File: src/rtl/async_rx_core.sv
module async_rx_core #(
  parameter int OVS = 16,
  parameter int DW  = 8
) (
  input  logic          clk_rx,
  input  logic          mrst,
  input  logic          rx_in,
  input  logic [1:0]    cfg_len,
  input  logic          cfg_par_en,
  input  logic          cfg_par_odd,
  input  logic          ack_n,
  output logic [DW-1:0] rx_data,
  output logic          data_ready,
  output logic          err_parity,
  output logic          err_frame,
  output logic          err_overrun
);
  localparam int CW   = $clog2(OVS);
  localparam int BW   = $clog2(DW);
  localparam int HALF = OVS / 2;

  typedef enum logic [2:0] {S_IDLE, S_START, S_DATA, S_PAR, S_STOP} st_t;

  st_t           st;
  logic [1:0]    sync_q;
  logic [CW-1:0] cnt;
  logic [BW-1:0] bit_idx;
  logic [DW-1:0] shreg;
  logic          pbit;
  logic [1:0]    len_q;
  logic          pen_q, odd_q;

  wire           line     = sync_q[1];
  wire           tick     = (cnt == CW'(OVS - 1));
  wire           mid      = (cnt == CW'(HALF - 1));
  wire [BW-1:0]  last_idx = BW'(DW - 4) + BW'(len_q);
  wire           done     = (st == S_STOP) && tick;
  wire           par_bad  = pen_q && ((^shreg ^ pbit) != odd_q);

  always_ff @(posedge clk_rx or posedge mrst)
    if (mrst) sync_q <= 2'b11;
    else      sync_q <= {sync_q[0], rx_in};

  always_ff @(posedge clk_rx or posedge mrst) begin
    if (mrst) begin
      st      <= S_IDLE;
      cnt     <= '0;
      bit_idx <= '0;
      shreg   <= '0;
      pbit    <= 1'b0;
      len_q   <= 2'b11;
      pen_q   <= 1'b0;
      odd_q   <= 1'b0;
    end else begin
      case (st)
        S_IDLE: begin
          cnt <= '0;
          if (!line) st <= S_START;
        end
        S_START: begin
          cnt <= cnt + 1'b1;
          if (mid) begin
            cnt <= '0;
            if (!line) begin
              st      <= S_DATA;
              bit_idx <= '0;
              shreg   <= '0;
              len_q   <= cfg_len;
              pen_q   <= cfg_par_en;
              odd_q   <= cfg_par_odd;
            end else begin
              st <= S_IDLE;
            end
          end
        end
        S_DATA: begin
          cnt <= tick ? '0 : cnt + 1'b1;
          if (tick) begin
            shreg[bit_idx] <= line;
            bit_idx        <= bit_idx + 1'b1;
            if (bit_idx == last_idx) st <= pen_q ? S_PAR : S_STOP;
          end
        end
        S_PAR: begin
          cnt <= tick ? '0 : cnt + 1'b1;
          if (tick) begin
            pbit <= line;
            st   <= S_STOP;
          end
        end
        S_STOP: begin
          cnt <= tick ? '0 : cnt + 1'b1;
          if (tick) st <= S_IDLE;
        end
        default: st <= S_IDLE;
      endcase
    end
  end

  always_ff @(posedge clk_rx)
    if (done) rx_data <= shreg;

  always_ff @(posedge clk_rx or posedge mrst) begin
    if (mrst) begin
      data_ready  <= 1'b0;
      err_parity  <= 1'b0;
      err_frame   <= 1'b0;
      err_overrun <= 1'b0;
    end else if (done) begin
      data_ready  <= 1'b1;
      err_frame   <= err_frame | ~line;
      err_parity  <= err_parity | par_bad;
      err_overrun <= err_overrun | (data_ready & ack_n);
    end else if (!ack_n) begin
      data_ready  <= 1'b0;
    end
  end
endmodule

File: config.mk
export PLATFORM = sky130hd
export DESIGN_NAME = async_rx_core
export DESIGN_NICKNAME = d
export VERILOG_FILES = /design/src/rtl/async_rx_core.sv
export SDC_FILE = /design/constraint.sdc
export NUM_CORES = 1
export LEC_CHECK = 0
export CORE_UTILIZATION = 45
export DETAILED_ROUTE_END_ITERATION = 6
export DONT_BUFFER_PORTS = 1
export SYNTH_ARGS = -nofsm -noshare
export SYNTH_HDL_FRONTEND = slang
export SYNTH_SLANG_ARGS = --single-unit
File: constraint.sdc
create_clock -name clk_rx -period 1.7 [get_ports clk_rx]
set_input_delay 0.34 -clock clk_rx [delete_from_list [all_inputs] [get_ports clk_rx]]
set_output_delay 0.34 -clock clk_rx [all_outputs]
set_load 0.05 [all_outputs]
==> results of run 1 <==
==> layer usage <==
metal / wire, µm / global-route usage [%] / vias up / share of wire [%]
met5: 0 / 0 / - / 0
met1: 1430 / 21.6 / 585 / 44
li1: - / - / 591 / -
met2: 1590 / 28.1 / 51 / 49
met3: 186 / 4.58 / 6 / 5.7
met4: 63 / 10.6 / 0 / 1.9
==> worst register-to-register path, cell delays in order (launching register included) <==
cell	delay, ns
dfrtp_2	0.49
or2_4	0.29
xor2_2	0.16
o21ai_4	0.11
o41ai_4	0.14
mux2_4	0.31
==> area by class of cell <==
class                           instances  area [µm²]  share of cell area, %
Clock inverter                          2        10.0                  0.493
Sequential cell                        37         972                   47.8
Tap cell                               48        60.1                   2.96
Timing Repair Buffer                   16         133                   6.53
Clock buffer                            6        72.6                   3.57
Inverter                                7        26.3                   1.29
Multi-Input combinational cell        107         758                   37.3
==> flip-flops by register name, indices dropped and copies added, names as in the netlist <==
register     count
bit_idx          3
cnt              4
data_ready       1
err_frame        1
err_overrun      1
err_parity       1
len_q            2
odd_q            1
pbit             1
pen_q            1
rx_data          8
shreg            8
st               3
sync_q           2
==> cells in the mapped netlist, drive strengths merged <==
| master | instances | share of area [%] |
|---|---|---|
| buf | 7 | 2.7 |
| a31oi | 5 | 1.8 |
| nor4b | 1 | 0.85 |
| and3 | 1 | 0.35 |
| and3b | 2 | 0.99 |
| nor2 | 14 | 3.0 |
| o22ai | 1 | 0.35 |
| a21o | 2 | 0.85 |
| xor2 | 4 | 2.4 |
| a211oi | 1 | 0.42 |
| nand3 | 3 | 0.85 |
| a21oi | 4 | 1.1 |
| edfxtp | 8 | 14 |
| a311o | 1 | 0.56 |
| a31o | 2 | 0.99 |
| clkbuf | 4 | 0.92 |
| nor4 | 2 | 0.70 |
| o2bb2ai | 1 | 0.49 |
| o41ai | 1 | 0.92 |
| ha | 2 | 1.4 |
| or2 | 1 | 0.35 |
| nand2b | 2 | 0.70 |
| nor3 | 3 | 0.85 |
| o21ai | 18 | 5.7 |
| dfstp | 4 | 5.9 |
| o31ai | 2 | 0.85 |
| nand2 | 14 | 3.0 |
| dfrtp | 25 | 35 |
| xnor2 | 10 | 4.9 |
| mux2 | 7 | 4.7 |
| a22o | 1 | 0.49 |
| nand4 | 1 | 0.35 |
| inv | 7 | 1.5 |
| nand3b | 1 | 0.42 |
==> path summary, 6_finish.rpt <==
check	end	slack (ns)	cells after the start	start
min in group clk_rx	sync_q[0]	0.04	0	rx_in
min reg2reg	sync_q[1]	0.36	0	sync_q[0]
max in group asynchronous	sync_q[0]	1.39	2	mrst
max reg2reg	st[2]	0.09	5	st[1]
max	st[2]	0.09	5	st[1]
min	err_parity	-0.004	2	mrst
==> through the flow <==
step	setup TNS (ns)	area, µm²	worst slack [ns]
detailed placement	-0.226	1900	-0.101
global route	0	2030	0.00386
finish	0	2030	0.0860
CTS	0	1990	0.0218
floorplan	0	1780	0.0802
global placement	0	1900	0.0210
==> power groups by stage <==
stage	Combinational [W]	Sequential [W]	Clock (W)
after floorplan	0.000699	0.00106	0
after global placement	0.000774	0.00111	0
after detailed placement	0.000806	0.00112	0
after CTS	0.000810	0.00110	0.000605
after global routing	0.000991	0.00113	0.000638
final	0.000886	0.00112	0.000583
==> kinds of logic after synthesis <==
| kind of cell | count (synthesis) | synth area share, % |
|---|---|---|
| and+or+nand+nor | 45 | 12.3 |
| AOI/OAI and AO/OA | 39 | 14.5 |
| DFF | 37 | 54.7 |
| buffers and inverters | 18 | 5.07 |
| xor gates and xnor gates | 14 | 7.33 |
| muxes | 7 | 4.65 |
| adders and majority gates | 2 | 1.41 |
==> repair_timing <==
item,4_1_cts,5_1_grt
endpoints found under the setup margin,8,12
hold buffers,0,0
pin swaps,1,0
resized for setup,2,9
==> reports/results.ini, run 1 <==
[final_layout]
layout_common_cells=dfrtp_1, buf_4, nor2_1, o21ai_0, nand2_1
utilization_pct=54.7
area_growth_pct=14.4
final_common_cell=dfrtp_1
final_cells=223
diodes=0
final_layout_size_suffix_gt1_share_pct=26.3
fillCellCount=338
nNetsFinal=184

[floorplanning]
start_util_pct=47.8
die_h_um=64.8
ios=20
fp.dieArea_um2=4200
die_w_um=64.8
rows=22
core_um2=3720

[global_routing]
grt_usage_pct=17.8
grt_pass1_vias=1178
grt_pass1_wl_mm=5.48
grt_max_degree=30
antenna_found_initial=0
gr-total-overflow=0

[clock_tree]
postCtsSetupBuffers=0
cts_buffers=5
insertion_delay_ns=0.29
htreeDepth=2
cts_tree=yes
clk_pin_slew_worst_paths_ns=0.07
clockRootBuffer=clkbuf_8
cts_num_sinks=37
cts_buffer_depth=2

[drt]
route.vias.total=1233
drt_wl_total_mm=3.28
first_pass_iters=4
ant_nets=0
drc=0
vias_per_cell=5.53
first_iter_violations=63
avgRoutedWirePerCell_um=14.7

[placement]
dp_hpwl_mm=2.34
port_buffers=0
globalplace.congestion=0.778
place_inst=215

[critical_path]
path_cells=or2_4, xor2_2, o21ai_4, o41ai_4, mux2_4
slowest_stage=dfrtp_2
critPathMaxStageDelay_ns=0.49
cp.arrival_ns=1.79
worstSetupStartpointType=flip-flop
cp_top_family=flip-flops
crit_fanout=11
critPathRequiredTime_ns=1.88
critPathCaptureType=flip-flop
crit_type=flip-flop to flip-flop
path_buf_inv=0

[power]
pwr-share-clk_pct=22.5
power_frac_seq_pct=43.2
power.density_nw_per_um2=1270
internal_power_w=0.00170
power.leakage_nw=0.855
p_total_w=0.00259
netSwitchingPower_w=0.000887
ir_drop_v=0.000567
combPwrFrac_pct=34.3
swShare_pct=34.3

[synth]
synth_area_um2=1780
yosysUniqueCellTypes=40
avgSynthCellArea_um2=11.0
synth-seq-cells=37
ys_warn_count=0
synthCells=162
ys_seq_area_share_pct=54.7
syn_nets=172

[outcome]
status=finished with violations
violations=hold timing

[worst_hold_path]
min-delay-path-class=primary input to asynchronous set/reset pin

[sta]
rsz0062_at_grt=no
hold_ws_ns=-0.00360
setup_viol=0
period_needed_ns=1.61
hold_viol=5
drv_slew=0
post-route-period-util_pct=94.9
fmax_mhz=620
slew_headroom_pct=66.8
fin_skew_ns=0.00437
tightest_slew_ns=0.498

[flow_run]
maxCapViolations=0

Power figures use the tool's default switching activity.
==> inputs of run 2 (changes only) <==
--- a/config.mk
+++ b/config.mk
@@ -8,6 +8,8 @@
 export CORE_UTILIZATION = 45
 export DETAILED_ROUTE_END_ITERATION = 6
 export DONT_BUFFER_PORTS = 1
+export GPL_TIMING_DRIVEN = 0
+export MAX_ROUTING_LAYER = met4
 export SYNTH_ARGS = -nofsm -noshare
 export SYNTH_HDL_FRONTEND = slang
 export SYNTH_SLANG_ARGS = --single-unit
==> reports/results.ini, run 2 (same netlist as run 1, synthesis figures left out) <==
[final_layout]
final_common_cell=dfrtp_1
utilization_pct=56.7
diodes=0
area_growth_pct=18.6
layout_common_cells=dfrtp_1, o21ai_0, nor2_1
nNetsFinal=188
top_regs=rx_data: 8 flops, shreg: 8 flops, cnt: 4 flops
final_layout_size_suffix_gt1_share_pct=28.5

[floorplanning]
fp.dieArea_um2=4200
ios=20
die_w_um=64.8
die_h_um=64.8
start_util_pct=47.8
rows=22
core_um2=3720

[critical_path]
crit_fanout=4
cp.arrival_ns=1.87
worstSetupStartpointType=flip-flop
r2r_cells=5
r2r_start=cnt[0]
critPathRequiredTime_ns=1.88
critPathCaptureType=flip-flop
timing.critical_path.from=cnt[0]
crit_type=flip-flop to flip-flop

[sta]
fin_skew_ns=0.00491
drv_slew=0
hold_viol=0
rsz0062_at_grt=yes
post-route-period-util_pct=99.1
hold_ws_ns=0.0488
fin_setup_tns_ns=0
fmax_mhz=594
slew_headroom_pct=29.6
setup_viol=0
tightest_slew_ns=1.06
period_needed_ns=1.68

[clock_tree]
clk_pin_slew_worst_paths_ns=0.07
cts_buffer_depth=2
cts_num_sinks=37
cts_buffers=5
clockRootBuffer=clkbuf_8
cts_tree=yes
htreeDepth=2
insertion_delay_ns=0.28

[power]
ir_drop_v=0.000686
p_total_w=0.00293
power.leakage_nw=0.889
power.density_nw_per_um2=1390

[global_routing]
antenna_found_initial=0
grt_pass1_vias=1159
grt_pass1_wl_mm=5.37
grt_usage_pct=18.1
gr-total-overflow=0
grt_max_degree=30

[placement]
globalplace.congestion=0.807
port_buffers=0
dp_hpwl_mm=2.18

[drt]
drt_wl_total_mm=3.37
first_iter_violations=75
vias_per_cell=5.51
first_pass_iters=4
route.vias.total=1250
drc=0
ant_nets=0
avgRoutedWirePerCell_um=14.8

[outcome]
status=completed

[worst_hold_path]
hold_depth=0
min_from=rx_in
min-delay-path-class=primary input to flip-flop

[flow_run]
maxCapViolations=0

run 2: changes by cell type in the layout (fill, tap and decap cells not counted), sizes merged:
| cell | before | now |
|---|---|---|
| clkinv | 2 | 1 |
| buf | 16 | 18 |
| clkbuf | 6 | 8 |
| bufinv | 0 | 1 |
run 2: layer usage:
metal	share of wire, %	GRT usage (%)	up-vias
met5	0	-	-
met2	48	26.7	43
met3	5.4	6.16	4
li1	-	-	599
met4	1.4	7.22	0
met1	45	22.7	604
run 2: critical path, cell delays in order, from the launching register on:
cell and delay (ns):
dfrtp_1 0.40, ha_1 0.22, nand2_2 0.13, nor4_4 0.36, nand3b_1 0.22, o31ai_2 0.25
run 2: per-stage QoR:
| stage | std cells | area [µm²] | setup slack (ns) |
|---|---|---|---|
| CTS | 223 | 2030 | -0.0284 |
| finish | 227 | 2110 | 0.0161 |
| global placement | 210 | 1840 | -0.227 |
| global route | 227 | 2110 | -0.0649 |
| detailed placement | 210 | 1840 | -0.305 |
| floorplan | 162 | 1780 | 0.0802 |
run 2: power breakdown:
part           total (W)  internal, W  leakage [nW]  switching (W)
Clock           0.000723     0.000433        0.0528       0.000290
Sequential       0.00106      0.00100         0.436      0.0000651
Combinational    0.00115     0.000543         0.400       0.000602
run 2: worst paths after layout:
check | end | slack [ns]
min reg2reg | sync_q[1] | 0.36
max reg2reg | shreg[0] | 0.02
min in group asynchronous | cnt[1] | 0.21
max | shreg[0] | 0.02
min | sync_q[0] | 0.05
max in group asynchronous | shreg[4] | 0.86
run 2: repair_timing:
action,in CTS,in global routing
endpoints found under the hold margin,0,0
buffers inserted,5,4
pin swaps,0,4
endpoints found under the setup margin,17,24
gates resized for setup,6,13
hold buffers,0,0
run 2: final cells by class:
cell class | count | area (µm²)
fillers | 322 | 1610
flip-flops and latches | 37 | 971
multi-input cells | 107 | 795
repair buffers | 9 | 80.1
clock buffers | 6 | 72.6
plain buffers | 11 | 67.6
well taps | 48 | 60.1
clock inverters | 2 | 33.8
inverters | 7 | 26.3
